## src/rtl/afv_pkg.sv

```systemverilog
package afv_pkg;
  typedef enum logic [1:0] {
    RX_IDLE,
    RX_START,
    RX_DATA,
    RX_STOP
  } rx_state_t;
endpackage

```

## src/rtl/afv_tick_gen.sv

```systemverilog
module afv_tick_gen #(
  parameter int DIV = 26042
) (
  input  logic clk,
  input  logic rst_n,
  output logic tick
);
  generate
    if (DIV <= 1) begin : g_every_cycle
      assign tick = 1'b1;
    end else begin : g_divider
      localparam int CW = $clog2(DIV);
      logic [CW-1:0] cnt;
      always_ff @(posedge clk or negedge rst_n) begin
        if (!rst_n) begin
          cnt <= '0;
        end else if (cnt == CW'(DIV - 1)) begin
          cnt <= '0;
        end else begin
          cnt <= cnt + 1'b1;
        end
      end
      assign tick = (cnt == CW'(DIV - 1));
    end
  endgenerate
endmodule

```

## src/rtl/afv_uart_rx.sv

```systemverilog
module afv_uart_rx
  import afv_pkg::*;
#(
  parameter int OVS   = 16,
  parameter int DBITS = 8
) (
  input  logic             clk,
  input  logic             rst_n,
  input  logic             tick,
  input  logic             rx,
  output logic             frame_ok,
  output logic [DBITS-1:0] frame_data
);
  localparam int CW   = $clog2(OVS);
  localparam int NBW  = $clog2(DBITS);
  localparam int HALF = OVS / 2;

  rx_state_t        st;
  logic [CW-1:0]    cnt;
  logic [NBW-1:0]   nbit;
  logic [DBITS-1:0] shreg;
  logic             s1, s2;

  always_ff @(posedge clk or negedge rst_n) begin
    if (!rst_n) begin
      st         <= RX_IDLE;
      cnt        <= '0;
      nbit       <= '0;
      shreg      <= '0;
      frame_ok   <= 1'b0;
      frame_data <= '0;
      s1         <= 1'b1;
      s2         <= 1'b1;
    end else begin
      s1       <= rx;
      s2       <= s1;
      frame_ok <= 1'b0;
      if (tick) begin
        case (st)
          RX_IDLE: begin
            if (!s2) begin
              st  <= RX_START;
              cnt <= '0;
            end
          end
          RX_START: begin
            // re-check the start bit at its middle
            if (cnt == CW'(HALF - 1)) begin
              cnt <= '0;
              if (!s2) begin
                st   <= RX_DATA;
                nbit <= '0;
              end else begin
                st <= RX_IDLE;
              end
            end else begin
              cnt <= cnt + 1'b1;
            end
          end
          RX_DATA: begin
            if (cnt == CW'(OVS - 1)) begin
              cnt   <= '0;
              shreg <= {s2, shreg[DBITS-1:1]};
              if (nbit == NBW'(DBITS - 1)) begin
                st <= RX_STOP;
              end else begin
                nbit <= nbit + 1'b1;
              end
            end else begin
              cnt <= cnt + 1'b1;
            end
          end
          default: begin
            if (cnt == CW'(OVS - 1)) begin
              cnt <= '0;
              st  <= RX_IDLE;
              if (s2) begin
                frame_ok   <= 1'b1;
                frame_data <= shreg;
              end
            end else begin
              cnt <= cnt + 1'b1;
            end
          end
        endcase
      end
    end
  end
endmodule

```

## src/rtl/afv_parity_gate.sv

```systemverilog
module afv_parity_gate #(
  parameter int DBITS = 8,
  parameter int ERR_W = 8
) (
  input  logic             clk,
  input  logic             rst_n,
  input  logic             frame_ok,
  input  logic [DBITS-1:0] frame_data,
  output logic             addr_valid,
  output logic [DBITS-2:0] addr,
  output logic [ERR_W-1:0] err_cnt
);
  logic odd;
  assign odd        = ^frame_data;
  assign addr_valid = frame_ok & ~odd;
  assign addr       = frame_data[DBITS-2:0];

  always_ff @(posedge clk or negedge rst_n) begin
    if (!rst_n) begin
      err_cnt <= '0;
    end else if (frame_ok && odd && (err_cnt != {ERR_W{1'b1}})) begin
      err_cnt <= err_cnt + 1'b1;
    end
  end
endmodule

```

## src/rtl/afv_match_buf.sv

```systemverilog
module afv_match_buf #(
  parameter int AW        = 7,
  parameter int REPEATS   = 3,
  parameter int GAP_TICKS = 4800
) (
  input  logic          clk,
  input  logic          rst_n,
  input  logic          tick,
  input  logic          in_valid,
  input  logic [AW-1:0] in_addr,
  output logic          confirm,
  output logic [AW-1:0] confirm_addr
);
  localparam int FW = $clog2(REPEATS + 1);
  localparam int GW = $clog2(GAP_TICKS + 1);

  logic [FW-1:0] fill;
  logic [AW-1:0] ref_addr;
  logic [GW-1:0] gap;

  always_ff @(posedge clk or negedge rst_n) begin
    if (!rst_n) begin
      fill         <= '0;
      ref_addr     <= '0;
      gap          <= '0;
      confirm      <= 1'b0;
      confirm_addr <= '0;
    end else begin
      confirm <= 1'b0;
      if (in_valid) begin
        gap <= '0;
        if (fill == '0 || in_addr != ref_addr) begin
          ref_addr <= in_addr;
          fill     <= FW'(1);
        end else if (fill == FW'(REPEATS - 1)) begin
          fill         <= '0;
          confirm      <= 1'b1;
          confirm_addr <= in_addr;
        end else begin
          fill <= fill + 1'b1;
        end
      end else if (tick && fill != '0) begin
        if (gap == GW'(GAP_TICKS - 1)) begin
          fill <= '0;
          gap  <= '0;
        end else begin
          gap <= gap + 1'b1;
        end
      end
    end
  end
endmodule

```

## src/rtl/alarm_frame_validator.sv

```systemverilog
module alarm_frame_validator #(
  parameter int DIV       = 26042,
  parameter int OVS       = 16,
  parameter int ADDR_W    = 7,
  parameter int REPEATS   = 3,
  parameter int GAP_TICKS = 4800,
  parameter int ERR_W     = 8
) (
  input  logic              clk,
  input  logic              rst_n,
  input  logic              rx_i,
  output logic              alarm_valid_o,
  output logic [ADDR_W-1:0] alarm_addr_o,
  output logic [ERR_W-1:0]  parity_err_cnt_o
);
  localparam int DBITS = ADDR_W + 1;

  logic             tick;
  logic             frame_ok;
  logic [DBITS-1:0] frame_data;
  logic             addr_valid;
  logic [ADDR_W-1:0] addr;

  afv_tick_gen #(.DIV(DIV)) u_tick (
    .clk(clk), .rst_n(rst_n), .tick(tick)
  );

  afv_uart_rx #(.OVS(OVS), .DBITS(DBITS)) u_rx (
    .clk(clk), .rst_n(rst_n), .tick(tick), .rx(rx_i),
    .frame_ok(frame_ok), .frame_data(frame_data)
  );

  afv_parity_gate #(.DBITS(DBITS), .ERR_W(ERR_W)) u_par (
    .clk(clk), .rst_n(rst_n), .frame_ok(frame_ok), .frame_data(frame_data),
    .addr_valid(addr_valid), .addr(addr), .err_cnt(parity_err_cnt_o)
  );

  afv_match_buf #(.AW(ADDR_W), .REPEATS(REPEATS), .GAP_TICKS(GAP_TICKS)) u_match (
    .clk(clk), .rst_n(rst_n), .tick(tick),
    .in_valid(addr_valid), .in_addr(addr),
    .confirm(alarm_valid_o), .confirm_addr(alarm_addr_o)
  );
endmodule

```

## config.mk

```make
export PLATFORM = sky130hd
export DESIGN_NAME = alarm_frame_validator
export DESIGN_NICKNAME = d
export VERILOG_FILES = /design/src/rtl/afv_pkg.sv /design/src/rtl/afv_tick_gen.sv /design/src/rtl/afv_uart_rx.sv /design/src/rtl/afv_parity_gate.sv /design/src/rtl/afv_match_buf.sv /design/src/rtl/alarm_frame_validator.sv
export SDC_FILE = /design/constraint.sdc
export NUM_CORES = 1
export LEC_CHECK = 0
export BUFFER_PORTS_ARGS = -buffer_cell sky130_fd_sc_hd__buf_2
export CAP_MARGIN = 25
export CORE_AREA = 2 2 124 66
export CTS_BUF_LIST = sky130_fd_sc_hd__clkbuf_8
export DETAILED_ROUTE_END_ITERATION = 8
export DIE_AREA = 0 0 126 68
export PLACE_DENSITY = 0.71
export SYNTH_ARGS = -nofsm -noshare
export SYNTH_HDL_FRONTEND = slang
export SYNTH_SLANG_ARGS = --single-unit
export TNS_END_PERCENT = 30
```

## constraint.sdc

```tcl
create_clock -name clk -period 5.25 [get_ports clk]
set_input_delay 0 -clock clk [delete_from_list [all_inputs] [get_ports clk]]
set_output_delay 0 -clock clk [all_outputs]
set_load 0.01 [all_outputs]
```

==> results.sh, run 1 <==
export IMPL_leakage_uw=0.00208
export IMPL_initialDrtViolationCount=220
export IMPL_worst_pin_slew_ns=0.655
export IMPL_critPathMaxFanout=19
export IMPL_cts_buffers=9
export IMPL_die_area_um2=8570
export IMPL_finalSetupViolCount=0
export IMPL_tns_ns=0
export IMPL_clockBufferDepth=2
export IMPL_peakVddDrop_mv=0.198
export IMPL_nets=395
export IMPL_insertion_delay_ns=0.36
export IMPL_cts_sinks=81
export IMPL_rsz0062_at_grt="false"
export IMPL_drtPass1Iterations=5
export IMPL_period_share_pct=48.2
export IMPL_start_util_pct=52.1
export IMPL_synthCells=358
export IMPL_synth_top_area_cell="dfrtp_1"
export IMPL_hold_path_class="primary input to flop"
export IMPL_core_um2=7600
export IMPL_holdWs_ns=0.277
export IMPL_cts_max_level=3
export IMPL_synth_nets=372
export IMPL_place_congestion=0.818
export IMPL_drv_slew=0
export IMPL_drc=0
export IMPL_gr_usage_all_layers_pct=18.4
export IMPL_post_cts_buffers=0
export IMPL_synth_area_top_cells="dfrtp_1, mux2_2, xnor2_1"
export IMPL_p_seq_share_pct=54.9
export IMPL_maxSlewHeadroom_pct=56.3
export IMPL_drv_cap=0
export IMPL_cts_tree="built"
export IMPL_finalWirelength_mm=7.36
export IMPL_portBuffers=18
export IMPL_first_global_vias=2382
export IMPL_min_period_ns=2.53
export IMPL_yosysSeqAreaShare_pct=51.2
export IMPL_antenna_found_initial=0
export IMPL_critPathRequiredTime_ns=5.54
export IMPL_cp_end_kind="flop"
export IMPL_avgSynthCellArea_um2=11.1
export IMPL_via_count=2716
export IMPL_max_freq_mhz=395
export IMPL_num_rows=23
export IMPL_combPwrFrac_pct=1.5
export IMPL_cp_arrival_ns=2.82
export IMPL_async_flop_share_pct=100
export IMPL_synth_flop_cell="dfrtp_1"
export IMPL_hold_violations=0
export IMPL_yosysWarnings=0
export IMPL_p_sw_share_pct=21.3
export IMPL_ctsResizeCount=0
export IMPL_fin_worst_skew_ns=0.00960
export IMPL_fp_dieW_um=126
export IMPL_crit_type="flop to flop"
export IMPL_ys_ff_latch=81
export IMPL_p_per_area_nw_per_um2=259
export IMPL_grt_max_degree=82
export IMPL_switching_power_uw=243
export IMPL_syn_area_um2=3960
export IMPL_avgRoutedWirePerCell_um=15.1
export IMPL_start_kind="flop"
export IMPL_die_h_um=68
export IMPL_power_internal_uw=897
export IMPL_ios=19
export IMPL_ant_nets=0
export IMPL_diodes=0
export IMPL_grt_pass1_wl_mm=12.2
export IMPL_vias_per_cell=5.59
export IMPL_dp_slack_ns=2.78
export IMPL_yosysTopAreaCellShare_pct=49.9
export IMPL_dpl_hpwl_mm=4.98
export IMPL_synth_edf_count=0
export IMPL_hold_buffers=2
export IMPL_clk_pin_slew_ns=0.08
export IMPL_outcome="completed"
export IMPL_cts_root_buf="clkbuf_8"
export IMPL_drive_gt1_share_pct=19.9
export IMPL_setup_slack_ns=2.72
export IMPL_area_growth_pct=11.0
export IMPL_p_clk_share_pct=43.6
export IMPL_grt_overflow=0
export IMPL_ys_types=52
==> cells by family after synthesis <==
logic type,Yosys count,synth area share (%)
mux,34,9.92
compound gates,50,7.49
flops,81,51.2
xor+xnor,37,8.37
buf+inv,19,2.37
simple gates,126,17.1
fa+ha+maj,11,3.48
==> per-layer routing <==
layer | vias to the layer above | share of wire [%] | wire length (um) | track usage [%]
met5 | - | 0 | 0 | 0
met3 | 9 | 5.0 | 371 | 5.86
met4 | 0 | 1.1 | 83 | 5.36
met1 | 1319 | 55 | 4060 | 28.7
met2 | 64 | 39 | 2850 | 24.0
li1 | 1324 | - | - | -
==> final cells by class <==
class                           count  area, um^2
Timing Repair Buffer               22         150
Sequential cell                    81        2030
Inverter                            9        33.8
Multi-Input combinational cell    258        1840
Clock buffer                        9         124
Clock inverter                      7        95.1
Tap cell                          100         125
Fill cell                         626        3200
==> stage by stage <==
step,instances,power (uW),area (um^2),util [%]
after detailed placement,466,652,4120,54.2
final,486,1140,4390,57.8
after CTS,484,1150,4360,57.3
after floorplan,358,638,3960,-
after global placement,466,652,4120,54.2
after global routing,486,1190,4390,57.8
==> cells in the mapped netlist (2+ instances only) <==
cell type,instances
nor3_1,9
nor4_1,3
o22ai_1,2
and3_1,7
and2_1,3
inv_1,9
xor2_1,14
nand3b_1,2
nand2_1,22
or3_1,4
dfstp_2,2
nor2_1,26
a31oi_1,3
mux2_2,30
a21oi_1,15
xnor2_1,22
nand4_1,4
and4b_1,2
nor2b_1,6
o21ai_0,17
nand3_1,23
clkbuf_1,6
ha_1,11
nor3b_1,3
mux2_4,3
a211oi_1,2
dfrtp_1,79
and4_1,5
==> registers in the layout (all words and copies together), names as in the netlist <==
signal / flops
u_rx.frame_ok: 1
u_tick.g_divider.cnt: 15
u_rx.frame_data: 8
u_par.err_cnt: 8
u_rx.s2: 1
u_match.gap: 13
u_rx.s1: 1
u_match.ref_addr: 7
u_match.confirm: 1
u_rx.nbit: 3
u_rx.cnt: 4
u_match.confirm_addr: 7
u_match.fill: 2
u_rx.shreg: 8
u_rx.st: 2
==> worst max-delay path: stages (launching register included) <==
cell,delay (ns)
dfrtp_1,0.40
inv_1,0.06
ha_1,0.12
and4b_1,0.21
and4_1,0.64
nand3_1,0.35
or3b_2,0.54
a21oi_1,0.15
==> cells in the final DEF (no fill, tap or decap), drive strengths merged, types with 7 or more instances in the layout <==
master	Yosys	layout
dfrtp	79	79
mux2	33	33
nor2	26	26
nand3	23	23
xnor2	23	23
nand2	22	22
buf	3	19
o21ai	18	18
a21oi	15	15
xor2	14	14
ha	11	11
inv	9	9
nor3	9	9
clkbuf	7	9
and3	7	7
==> worst paths after layout <==
check,from,endpoint,slack [ns],cells past startpoint
setup / recovery,u_tick.g_divider.cnt[1],u_match.gap[3],2.72,7
hold / removal,rx_i,u_rx.s1,0.28,2
setup reg to reg,u_tick.g_divider.cnt[1],u_match.gap[3],2.72,7
hold reg to reg,u_rx.s1,u_rx.s2,0.36,0
max in group asynchronous,rst_n,u_par.err_cnt[3],4.14,4
min in group asynchronous,rst_n,u_rx.cnt[1],0.53,3
==> power by group through the flow <==
stage                     Clock (uW)  Sequential, uW  Combinational, uW
after floorplan                    0             638              0.426
after global placement             0             638               13.7
after detailed placement           0             638               13.8
after CTS                        509             625               14.9
after global routing             539             626               20.1
final                            497             625               17.1
No activity file was read; power rests on OpenSTA's default activity.
==> inputs of run 2 (changes only) <==
==> constraint.sdc (replaced) <==
create_clock -name clk -period 2.4 [get_ports clk]
set_input_delay 0 -clock clk [delete_from_list [all_inputs] [get_ports clk]]
set_output_delay 0 -clock clk [all_outputs]
set_load 0.01 [all_outputs]
==> run 2 against run 1 <==
  * Hold slack worse by 0.11 ns
  * Clock-buffer cell count up 1
  * Utilization increased by 0.43 points
  * Critical endpoint is now u_match.confirm_addr[5]
  * Highest routed layer unchanged
==> results.sh, run 2 (synthesis results as in run 1) <==
export IMPL_outcome="completed"
export IMPL_cts_buffers=9
export IMPL_cp_endpoint="u_match.confirm_addr[5]"
export IMPL_finalWirelength_mm=7.71
export IMPL_drive_gt1_share_pct=20.4
export IMPL_critPathMaxStageDelay_ns=0.52
export IMPL_post_cts_buffers=0
export IMPL_p_per_area_nw_per_um2=579
export IMPL_setup_slack_ns=0.184
export IMPL_drtPass1Iterations=5
export IMPL_via_count=2780
export IMPL_period_share_pct=92.3
export IMPL_tns_ns=0
export IMPL_r2r_cells=5
export IMPL_slowest_stage="xnor2_2"
export IMPL_first_global_vias=2455
export IMPL_r2r_start="u_rx.frame_data[2]"
export IMPL_cts_tree="built"
export IMPL_power_internal_uw=2080
export IMPL_drc=0
export IMPL_critPathMaxFanout=10
export IMPL_largest_register_ffs=15
export IMPL_cts_max_level=3
export IMPL_start_kind="flop"
export IMPL_die_area_um2=8570
export IMPL_cp_end_kind="flop"
export IMPL_grt_busiest_layer="met1"
export IMPL_gr_usage_all_layers_pct=19.5
export IMPL_fin_worst_skew_ns=0.00669
export IMPL_ios=19
export IMPL_max_freq_mhz=451
export IMPL_path_buf_inv=0
export IMPL_final_cell_mix="dfrtp_1, mux2_2, nor2_1, nand3_1"
export IMPL_cts_root_buf="clkbuf_8"
export IMPL_clockBufferDepth=2
export IMPL_regMostFlops="u_tick.g_divider.cnt"
export IMPL_hold_violations=0
export IMPL_place_congestion=0.919
export IMPL_met3_usage_pct=6.72
export IMPL_finalSetupViolCount=0
export IMPL_p_sw_share_pct=19.0
export IMPL_die_h_um=68
export IMPL_grt_pass1_wl_mm=12.7
export IMPL_critPathTopFamily="XOR/XNOR gates"
export IMPL_hold_path_class="primary input to async pin"
export IMPL_use_met2_pct=24.9
export IMPL_grt_overflow=0
export IMPL_crit_type="flop to flop"
export IMPL_crit_cells=5
export IMPL_core_um2=7600
export IMPL_switching_power_uw=486
export IMPL_r2r_slack_ns=0.18
export IMPL_worst_pin_slew_ns=0.596
export IMPL_grt_max_degree=42
export IMPL_cp_arrival_ns=2.45
export IMPL_crit_start="u_rx.frame_data[2]"
export IMPL_r2r_end="u_match.confirm_addr[5]"
export IMPL_insertion_delay_ns=0.35
export IMPL_vias_per_cell=5.70
export IMPL_num_rows=23
export IMPL_reg_top3="u_tick.g_divider.cnt x15, u_match.gap x13"
export IMPL_ant_nets=0
export IMPL_cts_sinks=81
export IMPL_portBuffers=18
export IMPL_p_seq_share_pct=53.4
export IMPL_leakage_uw=0.00211
export IMPL_critPathRequiredTime_ns=2.64
export IMPL_avgRoutedWirePerCell_um=15.8
export IMPL_drv_cap=0
export IMPL_peakVddDrop_mv=0.385
export IMPL_min_period_ns=2.22
export IMPL_dp_slack_ns=0.182
export IMPL_grtUsageMet1_pct=30.5
export IMPL_layout_commonest_cell="dfrtp_1"
export IMPL_dpl_hpwl_mm=5.56
export IMPL_fp_dieW_um=126
export IMPL_maxSlewHeadroom_pct=60.1
export IMPL_nets=399
export IMPL_area_growth_pct=11.8
export IMPL_rsz0062_at_grt="false"
export IMPL_start_util_pct=52.1
export IMPL_p_clk_share_pct=45.3
export IMPL_diodes=0
export IMPL_combPwrFrac_pct=1.4
export IMPL_initialDrtViolationCount=261
export IMPL_crit_chain="xnor2_1, xnor2_1, xnor2_2, nand4_2, mux2_2"
export IMPL_crit_top_cell="xnor2_1"
export IMPL_clk_pin_slew_ns=0.08
export IMPL_drv_slew=0
export IMPL_antenna_found_initial=0
## run 2: cell types whose count changed in the layout (fill, tap and decap cells not counted), sizes merged
cell / before / now
buf: 19 / 24
bufinv: 2 / 3
clkbuf: 9 / 10
clkinv: 4 / 0
clkinvlp: 1 / 0
dlygate4sd3: 3 / 2
inv: 9 / 10
## run 2: area by class of cell
class	count	area, um^2
Inverter	9	33.8
Clock inverter	4	93.8
Sequential cell	81	2030
Tap cell	100	125
Timing Repair Buffer	26	170
Fill cell	650	3170
Clock buffer	10	138
Multi-Input combinational cell	258	1840
## run 2: timing repair
action | 4_1_cts | 5_1_grt
setup endpoints to repair | 0 | 4
resized for setup | 0 | 0
endpoints found under the hold margin | 41 | 0
hold buffers | 2 | 0
## run 2: through the flow
step / util, % / hold WS, ns / total power (uW) / instance area (um^2) / std cells
floorplan: - / -0.296 / 1400 / 3960 / 358
global placement: 55.0 / 0.0186 / 1430 / 4180 / 472
detailed placement: 55.0 / 0.0140 / 1430 / 4180 / 472
CTS: 58.3 / 0.170 / 2600 / 4430 / 488
global route: 58.3 / 0.194 / 2660 / 4430 / 488
finish: 58.3 / 0.163 / 2570 / 4430 / 488
## run 2: per-layer routing
metal | part of all wire, % | up-vias | wire [um]
met5 | 0 | - | 0
met1 | 53 | 1346 | 4110
met3 | 7.1 | 11 | 546
met2 | 38 | 93 | 2960
li1 | - | 1330 | -
met4 | 1.3 | 0 | 104
## run 2: power by group through the flow
stage	combinational [uW]	clock [uW]	sequential [uW]
final	34.7	1160	1370
after global routing	40.9	1250	1370
after CTS	37.1	1190	1370
after detailed placement	34.8	0	1400
after global placement	34.7	0	1400
after floorplan	0.931	0	1400
## run 2: worst min path at each step
stage,startpoint,to,slack [ns],cells past startpoint
after floorplan,rst_n,u_match.confirm,-0.30,0
after CTS,rst_n,u_rx.cnt[0],0.17,2
after global routing,rst_n,u_rx.cnt[1],0.19,2
final,rst_n,u_rx.cnt[0],0.16,2
after detailed placement,rst_n,u_rx.cnt[0],0.01,1
after global placement,rst_n,u_rx.cnt[1],0.02,1
